==> src/rtl/qvff_pkg.sv <==
package qvff_pkg;
  localparam int NLVL  = 8;
  localparam int LVL_W = $clog2(NLVL);
  localparam int NTHR  = NLVL - 1;

  function automatic int unsigned rise_thr(input int k);
    case (k)
      0: rise_thr = 1000;
      1: rise_thr = 1200;
      2: rise_thr = 1400;
      3: rise_thr = 1650;
      4: rise_thr = 1950;
      5: rise_thr = 2250;
      default: rise_thr = 2600;
    endcase
  endfunction

  function automatic int unsigned hyst_thr(input int k);
    hyst_thr = rise_thr(k) - rise_thr(k) / 20;
  endfunction

  function automatic logic [15:0] coeff_of(input logic [LVL_W-1:0] code);
    case (code)
      3'd0: coeff_of = 16'd1630;
      3'd1: coeff_of = 16'd2458;
      3'd2: coeff_of = 16'd3437;
      3'd3: coeff_of = 16'd4735;
      3'd4: coeff_of = 16'd6570;
      3'd5: coeff_of = 16'd9007;
      3'd6: coeff_of = 16'd11969;
      default: coeff_of = 16'd15798;
    endcase
  endfunction
endpackage

==> src/rtl/qvff_zc_timer.sv <==
module qvff_zc_timer #(
  parameter int SMP_W    = 12,
  parameter int ZC_MV    = 700,
  parameter int ZC_TICKS = 50
) (
  input  logic             clk,
  input  logic             rst_n,
  input  logic             valid,
  input  logic [SMP_W-1:0] data,
  input  logic             tick,
  output logic             zc
);
  localparam int CNT_W = $clog2(ZC_TICKS + 1);
  localparam logic [CNT_W-1:0] CNT_MAX = CNT_W'(ZC_TICKS);

  logic             below_q;
  logic             below_n;
  logic [CNT_W-1:0] cnt_q;
  logic             hit_high;
  logic             inc;

  assign hit_high = valid && (32'(data) >= 32'(ZC_MV));
  assign below_n  = valid ? !hit_high : below_q;
  assign inc      = tick && below_n && (cnt_q < CNT_MAX);

  always_ff @(posedge clk or negedge rst_n) begin
    if (!rst_n) begin
      below_q <= 1'b0;
      cnt_q   <= '0;
      zc      <= 1'b0;
    end else begin
      below_q <= below_n;
      zc      <= 1'b0;
      if (hit_high) begin
        cnt_q <= '0;
      end else if (inc) begin
        cnt_q <= cnt_q + 1'b1;
        zc    <= (cnt_q == CNT_MAX - 1'b1);
      end
    end
  end
endmodule

==> src/rtl/qvff_peak_hold.sv <==
module qvff_peak_hold #(
  parameter int SMP_W = 12
) (
  input  logic             clk,
  input  logic             rst_n,
  input  logic             valid,
  input  logic [SMP_W-1:0] data,
  input  logic             clr,
  output logic [SMP_W-1:0] peak
);
  logic [SMP_W-1:0] base;

  assign base = clr ? '0 : peak;

  always_ff @(posedge clk or negedge rst_n) begin
    if (!rst_n) begin
      peak <= '0;
    end else if (valid && data > base) begin
      peak <= data;
    end else begin
      peak <= base;
    end
  end
endmodule

==> src/rtl/qvff_level_ctl.sv <==
module qvff_level_ctl
  import qvff_pkg::*;
#(
  parameter int SMP_W = 12
) (
  input  logic             clk,
  input  logic             rst_n,
  input  logic             valid,
  input  logic [SMP_W-1:0] data,
  input  logic             zc,
  input  logic [SMP_W-1:0] peak,
  output logic [LVL_W-1:0] level,
  output logic             chg
);
  logic [LVL_W-1:0] rise_code;
  logic [LVL_W-1:0] hyst_code;
  logic [LVL_W-1:0] base;
  logic [LVL_W-1:0] level_n;

  always_comb begin
    rise_code = '0;
    hyst_code = '0;
    for (int k = 0; k < NTHR; k++) begin
      if (32'(data) >= rise_thr(k)) rise_code = rise_code + 1'b1;
      if (32'(peak) >= hyst_thr(k)) hyst_code = hyst_code + 1'b1;
    end
  end

  always_comb begin
    base    = zc ? hyst_code : level;
    level_n = (valid && rise_code > base) ? rise_code : base;
  end

  always_ff @(posedge clk or negedge rst_n) begin
    if (!rst_n) begin
      level <= '0;
      chg   <= 1'b0;
    end else begin
      level <= level_n;
      chg   <= (level_n != level);
    end
  end
endmodule

==> src/rtl/qvff_level_tracker.sv <==
module qvff_level_tracker
  import qvff_pkg::*;
#(
  parameter int SMP_W    = 12,
  parameter int COEF_W   = 16,
  parameter int ZC_MV    = 700,
  parameter int ZC_TICKS = 50
) (
  input  logic              clk,
  input  logic              rst_n,
  input  logic              s_valid,
  output logic              s_ready,
  input  logic [SMP_W-1:0]  s_data,
  input  logic              tick,
  output logic [2:0]        level,
  output logic [COEF_W-1:0] coeff,
  output logic              level_chg
);
  logic             zc_pulse;
  logic [SMP_W-1:0] peak;

  assign s_ready = 1'b1;

  qvff_zc_timer #(.SMP_W(SMP_W), .ZC_MV(ZC_MV), .ZC_TICKS(ZC_TICKS)) u_zc (
    .clk(clk), .rst_n(rst_n), .valid(s_valid), .data(s_data),
    .tick(tick), .zc(zc_pulse)
  );

  qvff_peak_hold #(.SMP_W(SMP_W)) u_peak (
    .clk(clk), .rst_n(rst_n), .valid(s_valid), .data(s_data),
    .clr(zc_pulse), .peak(peak)
  );

  qvff_level_ctl #(.SMP_W(SMP_W)) u_lvl (
    .clk(clk), .rst_n(rst_n), .valid(s_valid), .data(s_data),
    .zc(zc_pulse), .peak(peak), .level(level), .chg(level_chg)
  );

  assign coeff = COEF_W'(coeff_of(level));
endmodule

==> config.mk <==
export PLATFORM = sky130hd
export DESIGN_NAME = qvff_level_tracker
export DESIGN_NICKNAME = d
export VERILOG_FILES = /design/src/rtl/qvff_pkg.sv /design/src/rtl/qvff_zc_timer.sv /design/src/rtl/qvff_peak_hold.sv /design/src/rtl/qvff_level_ctl.sv /design/src/rtl/qvff_level_tracker.sv
export SDC_FILE = /design/constraint.sdc
export NUM_CORES = 1
export LEC_CHECK = 0
export ABC_AREA = 1
export CORE_UTILIZATION = 57
export CTS_CLUSTER_DIAMETER = 80
export DETAILED_ROUTE_END_ITERATION = 12
export DONT_BUFFER_PORTS = 1
export PLACE_DENSITY = 0.79
export SYNTH_ARGS = -nofsm -noshare
export SYNTH_HDL_FRONTEND = slang
export SYNTH_SLANG_ARGS = --single-unit
==> constraint.sdc <==
create_clock -name clk -period 6.9 [get_ports clk]
set_input_delay 0.345 -clock clk [delete_from_list [all_inputs] [get_ports clk]]
set_output_delay 0.345 -clock clk [all_outputs]
set_load 0.02 [all_outputs]
Yosys cells after proc, flatten, opt, wreduce, memory -nomap -nowiden
Cells that the tools add are included.
Widths: inputs -> output; s select.
{"block": "word_totals", "regBits": 24, "inputBits": 16, "out_inout_bits": 21, "wordCells": 77}
{"block": "op_classes", "add_sub_neg": 13, "n_lt_le_gt_ge": 18, "n_eq_ne": 8, "mux": 24, "reduce_logical": 8}
{"cell": "$pmux 14 s7", "count": 1}
{"cell": "$ge 12x11->1 const B", "count": 8}
{"cell": "$ge 12x12->1 const B", "count": 4}
{"cell": "$mux 3", "count": 14}
{"cell": "$add 3x1->3 const B", "count": 12}
{"cell": "$ge 12x10->1 const B", "count": 3}
{"cell": "$mux 12", "count": 2}
{"cell": "$gt 12x12->1", "count": 1}
{"cell": "$mux 6", "count": 2}
{"cell": "$eq 3x3->1 const B", "count": 3}
{"cell": "$add 6x1->6 const B", "count": 1}
{"cell": "$eq 3x2->1 const B", "count": 2}
{"cell": "$eq 6x6->1 const B", "count": 1}
{"cell": "$lt 6x6->1 const B", "count": 1}
{"cell": "$logic_and 1x1->1", "count": 5}
{"cell": "$mux 1", "count": 5}
{"cell": "$eq 3x1->1 const B", "count": 1}
{"cell": "$gt 3x3->1", "count": 1}
{"cell": "$logic_not 3->1", "count": 1}
{"cell": "$ne 3x3->1", "count": 1}
{"cell": "$reduce_bool 2->1", "count": 1}
{"cell": "$logic_not 1->1", "count": 1}

Depth between registers and ports, before layout
Gate-level depths: netlist (run 1).
{"block": "depth", "word_depth": 19, "ltp_mapped": 40, "mapped_depth_nobuf": 40}

Cells and area by module
A second synthesis (run 1) with hierarchy kept.
{"block": "unflattened", "cells_unflattened": 565, "area_unflattened_um2": 3409.5}
{"mod": "qvff_level_ctl", "n_inst": 1, "cells_each": 326, "area_each_um2": 1783.0, "seq_area_each_um2": 100.1}
{"mod": "qvff_peak_hold", "n_inst": 1, "cells_each": 128, "area_each_um2": 894.6, "seq_area_each_um2": 300.3}
{"mod": "qvff_zc_timer", "n_inst": 1, "cells_each": 70, "area_each_um2": 516.7, "seq_area_each_um2": 200.2}
{"mod": "qvff_level_tracker", "n_inst": 1, "cells_each": 41, "area_each_um2": 215.2, "seq_area_each_um2": 0.0}

Worst setup path before layout (run 1)
No wires, ideal clock.
{"block": "synth_timing", "path_kind": "register to register", "from": "reg u_peak.peak[2]", "to": "reg u_lvl.chg", "setup_time_ns": 0.119, "arrival_time_ns": 4.755, "required_ns": 6.781, "setup_slack_ns": 2.026, "path_stages_with_launch": 36, "n_path_buf": 0, "synth_period_minus_slack_ns": 4.874, "cell_sequence": "dfrtp_1 -> inv_1 -> o21ai_0 -> a31oi_1 -> o31ai_1 -> inv_1 -> ha_1 -> nand3_1 -> nand2_1 -> ha_1 -> or2_2 -> nand2_1 -> nand2_1 -> nand2_1 -> nand2_1 -> nand3_1 -> nand2_1 -> ha_1 -> nand3_1 -> nand2_1 -> nand2_1 -> nand2_1 -> inv_1 -> nand3_1 -> nand3_1 -> nand2_1 -> ha_1 -> nand2_1 -> nor2_1 -> a211oi_1 -> nor3_1 -> inv_1 -> nand3_1 -> nand2_1 -> a21oi_1 -> nand2_1"}
{"block": "synth_between", "elab_chain_len": 19, "word_cells_on_any_way": 25, "classes_between": "6 x add/sub; 8 x order compare; 1 x eq/ne; 9 x mux; 1 x reduce/logical"}
{"item": "start: declaration", "line_no": "qvff_peak_hold.sv:9", "text": "output logic [SMP_W-1:0] peak"}
{"item": "start signal: assignment", "line_no": "qvff_peak_hold.sv:19", "text": "peak <= data;"}
{"item": "start signal: assignment", "line_no": "qvff_peak_hold.sv:21", "text": "peak <= base;"}
{"item": "$ge 12x10->1", "line_no": "qvff_level_ctl.sv:25", "text": "if (32'(peak) >= hyst_thr(k)) hyst_code = hyst_code + 1'b1;"}
{"item": "$mux 1", "line_no": "qvff_level_ctl.sv:25"}
{"item": "$add 3x1->3", "line_no": "qvff_level_ctl.sv:25"}
{"item": "$mux 3", "line_no": "qvff_level_ctl.sv:25"}
{"item": "$add 3x1->3", "line_no": "qvff_level_ctl.sv:25"}
{"item": "$mux 3", "line_no": "qvff_level_ctl.sv:25"}
{"item": "$add 3x1->3", "line_no": "qvff_level_ctl.sv:25"}
{"item": "$mux 3", "line_no": "qvff_level_ctl.sv:25"}
{"item": "[3 not listed]"}
{"item": "$mux 3", "line_no": "qvff_level_ctl.sv:25"}
{"item": "$add 3x1->3", "line_no": "qvff_level_ctl.sv:25"}
{"item": "$mux 3 *", "line_no": "qvff_level_ctl.sv:25"}
{"item": "$mux 3 *", "line_no": "qvff_level_ctl.sv:30", "text": "base = zc ? hyst_code : level;"}
{"item": "$gt 3x3->1", "line_no": "qvff_level_ctl.sv:31", "text": "level_n = (valid && rise_code > base) ? rise_code : base;"}
{"item": "$logic_and 1x1->1", "line_no": "qvff_level_ctl.sv:31"}
{"item": "$mux 3 *", "line_no": "qvff_level_ctl.sv:31"}
{"item": "$ne 3x3->1 *", "line_no": "qvff_level_ctl.sv:40", "text": "chg <= (level_n != level);"}
{"item": "end signal: assignment", "line_no": "qvff_level_ctl.sv:40"}
{"item": "end: declaration", "line_no": "qvff_level_ctl.sv:13", "text": "output logic chg"}
Mark *: on every way between the ends. The rest lies on a longest branch, timed or not.
A chain may end at the register's enable or synchronous reset.

Worst setup path in the final report (run 1)
Ends and elaborated chain as after synthesis.

==> summary.md, run 1 <==
| Metric | Value |
|---|---|
| DP Wirelength | `around 5.6 mm` |
| CP max-delay cell | `nor3_1` |
| Total gr overflow | `0` |
| Flop2flop setup slack | `1.19 ns` |
| R2R Path End | `u_lvl.chg` |
| Worst Setup Start Kind | `flop` |
| Crit path launch | `u_peak.peak[2]` |
| Synth Area per Inst | `roughly 6.1 um^2` |
| Crit path largest cell delay | `about 0.46 ns` |
| Clock latency on the worst-skew pair | `about 0.27 ns` |
| Mapped Cells | `between 500 and 600` |
| CTS resizes | `0` |
| Sequential share of the synthesized area | `19.3%` |
| WP data arrival | `5.88 ns` |
| Critical path peak fanout | `6` |
| Starting Density | `between 60 and 70%` |
| Number of max-cap violations | `0` |
| Yosys warns | `0` |
| Most frequent CP cell | `nand2_1` |
| Core area | `around 5200 um^2` |
| Hold Path Origin | `s_data[8]` |
| PD cells | `447 nW/um^2` |
| Largest cells by area after synthesis | `dfrtp_1, nand2_1, ha_1` |
| Total negative slack | `0 ns` |
| Status | `completed` |
| WS Path Type | `flop to flop` |
| Inserted Clock Buffers | `3` |
| Synth area leader | `dfrtp_1` |
| Register-to-Register Path Depth | `35` |
| Initial antenna violation count | `0` |
| Hold Path End | `u_peak.peak[8]` |
| Pleak | `between 1.5 and 2 nW` |
| Share of the synthesized area in the top cell type | `between 10% and 20%` |
| Rows | `26` |
| CP Data Required Time | `between 7 and 8 ns` |
| Die area | `5760 um^2` |
| H-tree depth | `1` |
| DRT Pass-1 Iters | `5` |
| Vias in the first global route | `between 2000 and 3000` |
| Power Total | `0.00145 W` |
| Cell Count Post-Placement | `568` |
| Tcrit/Tclk final | `between 80% and 90%` |
| Total number of vias | `roughly 3100` |
| Yosys reg bits | `24` |
| Tightest Pin Transition | `0.659 ns` |
| CTS root buf | `clkbuf_8` |
| # DRC | `0` |
| Largest net degree at the start of global routing | `25` |
| Clock skew | `roughly 0.0097 ns` |
| Diodes inserted | `0` |
| Reg2reg start | `u_peak.peak[2]` |
| Die width | `between 70 and 80 um` |
| Post-synth cell types | `41` |
| Max Clk Rate | `approximately 180 MHz` |
| CTS clk-pin slew, worst paths | `0.10 ns` |
| Synth-to-layout area growth | `4.50%` |
| Final nets | `552` |
| Ys flop type | `dfrtp_1` |
| Hold path cells | `2` |
| Endpoints failing setup | `0` |
| Synthesized area | `3110 um^2` |
| Min-delay worst type | `input port to flop` |
| Share of layout cells above drive strength 1 | `10.9%` |
| Critical path's top delay family | `simple AND/OR/NAND/NOR gates` |
| First-pass GRT wire length | `12.3 mm` |
| WL/cell | `about 12 um` |
| CP bufs+invs | `4` |
| CTS tree | `done` |
| Post-synth ARST share | `100%` |
| RSZ-0062 raised after global routing | `false` |
| Worst relative slew slack | `between 50 and 60%` |
| Count of final max-slew check failures | `0` |
| Post-Layout Cell Count | `roughly 570` |
| Post-layout min period | `about 5.7 ns` |
| WL final | `between 6 and 7 mm` |
| CP Capture Type | `flop` |
| CTS Sinks | `24` |
| PortBufs | `0` |
| EDFF count, synth | `0` |
| Die Y-Extent | `75.9 um` |
| Peak VDD IR | `~0.26 mV` |
| Number of I/O pins | `37` |
| Final ANT Viol Nets | `0` |
| GRT Overall Usage | `25.0%` |
| 1st-iter DRT viols | `168` |
| CTS Buffer Depth | `2` |
| Drt via density | `about 5.4` |
| Routability cong. | `0.909` |
| Fin. Hold Viols | `0` |
[worst max-delay path by stage]
stage               slack (ns)         to  depth (start not counted)
CTS                       1.24  u_lvl.chg                         35
finish                    1.19  u_lvl.chg                         35
floorplan                 2.03  u_lvl.chg                         35
global route              0.63  u_lvl.chg                         36
global placement          1.48  u_lvl.chg                         35
detailed placement        1.24  u_lvl.chg                         35
[state kept, by name, summed over array words and instances, names as in the netlist]
register      flops
u_zc.cnt_q        6
u_lvl.chg         1
u_peak.peak      12
u_lvl.level       3
u_zc.zc           1
u_zc.below_q      1
[report_power, final]
part	internal (W)	switching [W]	total [W]
logic	0.000345	0.000708	0.00105
registers	0.000186	0.0000864	0.000272
clock network	0.0000776	0.0000497	0.000127
[synthesized netlist by cell type (3+ instances only)]
| cell type | number |
|---|---|
| a21oi_1 | 29 |
| a31oi_1 | 4 |
| buf_2 | 3 |
| buf_4 | 4 |
| clkbuf_1 | 4 |
| dfrtp_1 | 24 |
| ha_1 | 30 |
| inv_1 | 68 |
| inv_2 | 14 |
| nand2_1 | 140 |
| nand2_2 | 16 |
| nand2_4 | 4 |
| nand3_1 | 60 |
| nand3_2 | 7 |
| nand4_1 | 4 |
| nor2_1 | 41 |
| nor3_1 | 10 |
| o21ai_0 | 14 |
[stage by stage]
stage / hold slack [ns] / util, % / instance area (um^2) / setup slack (ns)
after floorplan: 0.0494 / - / 3120 / 2.03
after global placement: 0.0500 / 61.0 / 3150 / 1.48
after detailed placement: 0.0501 / 61.0 / 3150 / 1.24
after CTS: 0.223 / 62.9 / 3250 / 1.24
after global routing: 0.223 / 62.9 / 3250 / 0.627
final: 0.221 / 62.9 / 3250 / 1.19
[what timing repair did]
action                    4_1_cts  5_1_grt
hold buffers                    2        0
setup buffers                   0        0
hold endpoints to repair       24        0
[worst register-to-register path: cells and delay by family, from the launching register on]
family | cells | cell delay [ns]
compound gates | 5 | 0.99
flops | 1 | 0.41
buf+inv | 4 | 0.47
simple gates | 22 | 2.54
fa+ha+maj | 4 | 1.21
[cell type report]
type,instances,area [um^2]
fillers,484,1920
well taps,70,87.6
inverters,84,315
clock inverters,1,30.0
flip-flops and latches,24,601
repair buffers,3,37.5
clock buffers,3,41.3
multi-input cells,389,2140
[layer usage]
layer / vias up / wire [um] / GRT usage, %
met3: 6 / 263 / 3.61
met2: 74 / 3220 / 45.6
li1: 1630 / - / -
met4: 0 / 57 / 4.04
met1: 1393 / 3220 / 31.6
met5: - / 0 / 0
[cell families (layout without fill, tap and decap cells)]
kind of cell | Yosys count | in the layout | synth area share (%)
XOR/XNOR | 2 | 2 | 0.563
buffers and inverters | 95 | 91 | 12.1
AND/OR/NAND/NOR | 290 | 290 | 42.9
other | 2 | 3 | 0.241
AO/OA/AOI/OAI | 63 | 63 | 12.3
adder cells (fa/ha/maj) | 31 | 31 | 12.7
flip-flops | 24 | 24 | 19.3
[cell usage in the layout (no fill, tap or decap), drive strengths merged, types with 5 or more instances in the layout]
cell type,netlist,final
a21oi,30,30
a31oi,5,5
dfrtp,24,24
ha,30,30
inv,82,82
nand2,160,160
nand3,67,67
nor2,42,42
nor3,10,10
o21ai,18,18
No activity file was read; power rests on OpenSTA's default activity.
==> inputs of run 2 (changes only) <==
ABC_AREA = 0   (was 1)
PLACE_DENSITY = 0.82   (was 0.79)
clock period = 4.7 ns   (was 6.9 ns; I/O delays follow)
==> summary.md, run 2 <==
| Metric | Value |
|---|---|
| Tcrit/Tclk final | `104% (+21 points)` |
| DRT Pass-1 Iters | `6 (+1)` |
| Clock power frac | `6.0% (-2.8 points)` |
| Part of the power in registers | `12.8% (-5.9 points)` |
| Critical path peak fanout | `3 (-3)` |
| Fillers | `435 (-10%)` |
| Worst Setup Start Kind | `flop` |
| Sw Ratio | `47.6% (-10 points)` |
| Pleak | `1.62 nW (-10%)` |
| WL/cell | `14.9 um (+27%)` |
| Hold Path Origin | `s_valid` |
| Adder-Cell Fraction of Synth Area | `12.9% (+0.25 points)` |
| Most common cell after layout, fill and taps aside | `nand2_1` |
| Largest Register | `u_peak.peak` |
| Reported net switching power | `0.00143 W (+70%)` |
| Starting Density | `59.4% (-0.79 points)` |
| PD cells | `857 nW/um^2 (+92%)` |
| CTS clk-pin slew, worst paths | `0.10 ns (about the same)` |
| CP Data Required Time | `4.86 ns (-2.21 ns)` |
| Final core occ | `68.3% (+5.3 points)` |
| CTS Sinks | `24 (unchanged)` |
| Reg2reg start | `u_peak.peak[1]` |
| Cell Count Post-Placement | `476 (-16%)` |
| Diodes inserted | `0 (unchanged)` |
| H-tree depth | `1 (unchanged)` |
| Post-Synth Simple-Gate Area | `24.3% (-19 points)` |
| Synthesized area | `3050 um^2 (-1.9%)` |
| Rows | `26 (unchanged)` |
| Total gr overflow | `0 (unchanged)` |
| Synth area leader | `dfrtp_1` |
| Register-to-Register Path Depth | `27 (-23%)` |
| Status | `finished, violations left` |
| WS Path Type | `flop to flop` |
| Endpoints failing setup | `2 (+2)` |
| Yosys reg bits | `24 (unchanged)` |
| Tightest Pin Transition | `1.22 ns (+0.563 ns)` |
| Flop2flop setup slack | `-0.19 ns (-1.38 ns)` |
| Yosys warns | `0 (unchanged)` |
| Max Clk Rate | `204 MHz (+17%)` |
| Final ANT Viol Nets | `0 (unchanged)` |
| Count of final max-slew check failures | `0 (unchanged)` |
| Drt via density | `6.03 (+12%)` |
| Core area | `5140 um^2 (-0.63%)` |
| Fin. Hold Viols | `0 (unchanged)` |
| Multi-input gate area | `2340 um^2 (+9.2%)` |
| Failing checks | `negative setup slack` |
| CTS tree | `done` |
| Clock latency on the worst-skew pair | `0.27 ns (about the same)` |
| CTS Buffer Depth | `2 (unchanged)` |
| Clock skew | `0.0180 ns (+0.00830 ns)` |
| Largest family of logic cells by synthesized area | `compound AO/OA/AOI/OAI gates` |
| Internal | `0.00158 W (+160%)` |
| Logic pwr share | `81.1% (+8.6 points)` |
| Setup slack after layout | `-0.192 ns (-1.38 ns)` |
| First-pass GRT wire length | `11.7 mm (-4.8%)` |
| CTS root buf | `clkbuf_8` |
| Ys flop type | `dfrtp_1` |
| Hold Path End | `u_zc.cnt_q[5]` |
| WL final | `7.28 mm (+7.7%)` |
| Synth Area per Inst | `7.67 um^2 (+25%)` |
| Total negative slack | `-0.212 ns (-0.212 ns)` |
| Vias in the first global route | `2626 (-10%)` |
| CP Capture Type | `flop` |
| R2R Path End | `u_lvl.chg` |
| WP data arrival | `5.05 ns (-0.83 ns)` |
| Commonest cells after routing, fill and taps aside | `nand2_1, buf_4, o21ai_0` |
| Cell with the most instances after synthesis | `nand2_1` |
| Largest cells by area after synthesis | `dfrtp_1, ha_1, o21ai_0` |
| Initial antenna violation count | `0 (unchanged)` |
| Share of the synthesized area in the top cell type | `19.7% (+0.38 points)` |
| Post-synth cell types | `64 (+56%)` |
| Post-synth ARST share | `100% (unchanged)` |
| Biggest regs | `u_peak.peak x12, u_zc.cnt_q x6, u_lvl.level x3` |
| DP Wirelength | `5.44 mm (-2.0%)` |
| Post-synthesis xor/xnor area fraction | `8.97% (+8.4 points)` |
| Post-Layout Cell Count | `487 (-15%)` |
| Synth Area in Compound Gates | `25.4% (+13 points)` |
| Die Y-Extent | `75.2 um (-0.94%)` |
| Sequential share of the synthesized area | `19.7% (+0.38 points)` |
| Die width | `75.2 um (-0.94%)` |
| Number of I/O pins | `37 (unchanged)` |
| Post-place setup slack | `-0.434 ns (-1.68 ns)` |
| 1st-iter DRT viols | `246 (+46%)` |
| EDFF count, synth | `0 (unchanged)` |
| GRT Overall Usage | `26.2% (+1.2 points)` |
| Routability cong. | `0.937 (+3.1%)` |
| # DRC | `0 (unchanged)` |
| Worst relative slew slack | `17.8% (-38 points)` |
| Peak VDD IR | `0.545 mV (+110%)` |
| Share of layout cells above drive strength 1 | `18.2% (+7.3 points)` |
| Post-synthesis mux area share | `0.655% (+0.66 points)` |
| Max reg flops | `12 (unchanged)` |
| FF/Latch Area | `601 um^2 (unchanged)` |
| Number of max-cap violations | `0 (unchanged)` |
| Largest net degree at the start of global routing | `25 (unchanged)` |
| PortBufs | `0 (unchanged)` |
| Mapped Cells | `398 (-21%)` |
| Commonest cells in the netlist | `nand2_1, o21ai_0, nor2_1, ha_1, inv_1` |
| Die area | `5660 um^2 (-1.9%)` |
| Total number of vias | `2936 (-5.4%)` |
| Final nets | `465 (-16%)` |
| Inserted Clock Buffers | `3 (unchanged)` |
| RSZ-0062 raised after global routing | `true` |
| Post-layout min period | `4.89 ns (-0.819 ns)` |
| Synth-to-layout area growth | `14.9%` |
| Hold path cells | `1 (-1)` |
| Min-delay worst type | `input port to flop` |
run 2: cell count changes after synthesis, sizes merged, moves of 9 or more:
cell | previous run | this run
a21oi | 30 | 19
nand2b | 0 | 14
nand3 | 67 | 10
o21ai | 18 | 42
inv | 82 | 25
nand2 | 160 | 46
xnor2 | 0 | 12
a21o | 0 | 9
run 2: logic make-up after synthesis:
logic type,count (synthesis)
adders and majority gates,31
other,2
AOI/OAI and AO/OA,117
buffers and inverters,52
muxes,2
xor gates and xnor gates,22
and+or+nand+nor,148
DFF,24
run 2: timing repair:
item | CTS | global route
buffers inserted | 4 | 2
hold endpoints to repair | 24 | 0
gates resized for setup | 19 | 3
hold buffers | 1 | 0
endpoints found under the setup margin | 2 | 4
pin swaps | 11 | 4
run 2: final cells by class:
class	count	share of cell area [%]
multi-input combinational	323	66.7
sequential	24	17.1
timing repair buffer	41	8.95
inverter	25	2.75
tap	70	2.50
clock buffer	3	1.18
clock inverter	1	0.856
run 2: worst max path at each step:
stage                              start         to  slack (ns)  cells past startpoint
final                     u_peak.peak[1]  u_lvl.chg       -0.19                     27
after global placement    u_peak.peak[2]  u_lvl.chg       -0.20                     27
after global routing      u_peak.peak[5]  u_lvl.chg       -0.47                     29
after detailed placement  u_peak.peak[2]  u_lvl.chg       -0.43                     28
after floorplan           u_peak.peak[9]  u_lvl.chg       -0.08                     28
after CTS                 u_peak.peak[3]  u_lvl.chg       -0.16                     28
run 2: metal layers:
layer  vias to the layer above  share of wire [%]  wire length (um)  global-route usage, %
li1                       1447                  -                 -                      -
met1                      1373                 44              3170                   33.1
met2                       102                 50              3660                   46.7
met3                        14                4.5               325                   3.08
met4                         0                1.7               123                   8.44
met5                         -                  0                 0                      0
run 2: power by group through the flow:
stage | Combinational [W] | Sequential, W | Clock (W)
after floorplan | 0.00161 | 0.000351 | 0
after global placement | 0.00202 | 0.000383 | 0
after detailed placement | 0.00212 | 0.000387 | 0
after CTS | 0.00238 | 0.000380 | 0.000181
after global routing | 0.00266 | 0.000399 | 0.000190
final | 0.00244 | 0.000386 | 0.000181
run 2: worst max-delay path, stage by stage (launching register included):
cell       delay [ns]
dfrtp_1          0.40
a21oi_1          0.15
nor2_1           0.05
o2111ai_1        0.17
and2_4           0.20
inv_4            0.04
ha_4             0.15
and3_4           0.14
or3_4            0.39
nand3_2          0.07
nand2_1          0.05
ha_1             0.28
xnor2_1          0.14
nand3_1          0.08
o311ai_1         0.10
a31o_2           0.24
a21o_1           0.19
ha_4             0.26
o21ai_1          0.07
o22a_1           0.24
ha_4             0.30
nor2b_4          0.16
o21ai_4          0.08
a21o_1           0.17
and2_4           0.14
a221o_1          0.30
a22oi_2          0.16
nand3_1          0.08
run 2: through the flow:
stage                     hold slack, ns  power (W)  area (um^2)
after global routing              0.0371    0.00325         3510
after global placement           -0.0602    0.00241         3280
after detailed placement         -0.0603    0.00251         3280
final                             0.0406    0.00301         3510
after CTS                         0.0455    0.00294         3480
after floorplan                  -0.0606    0.00196         3100
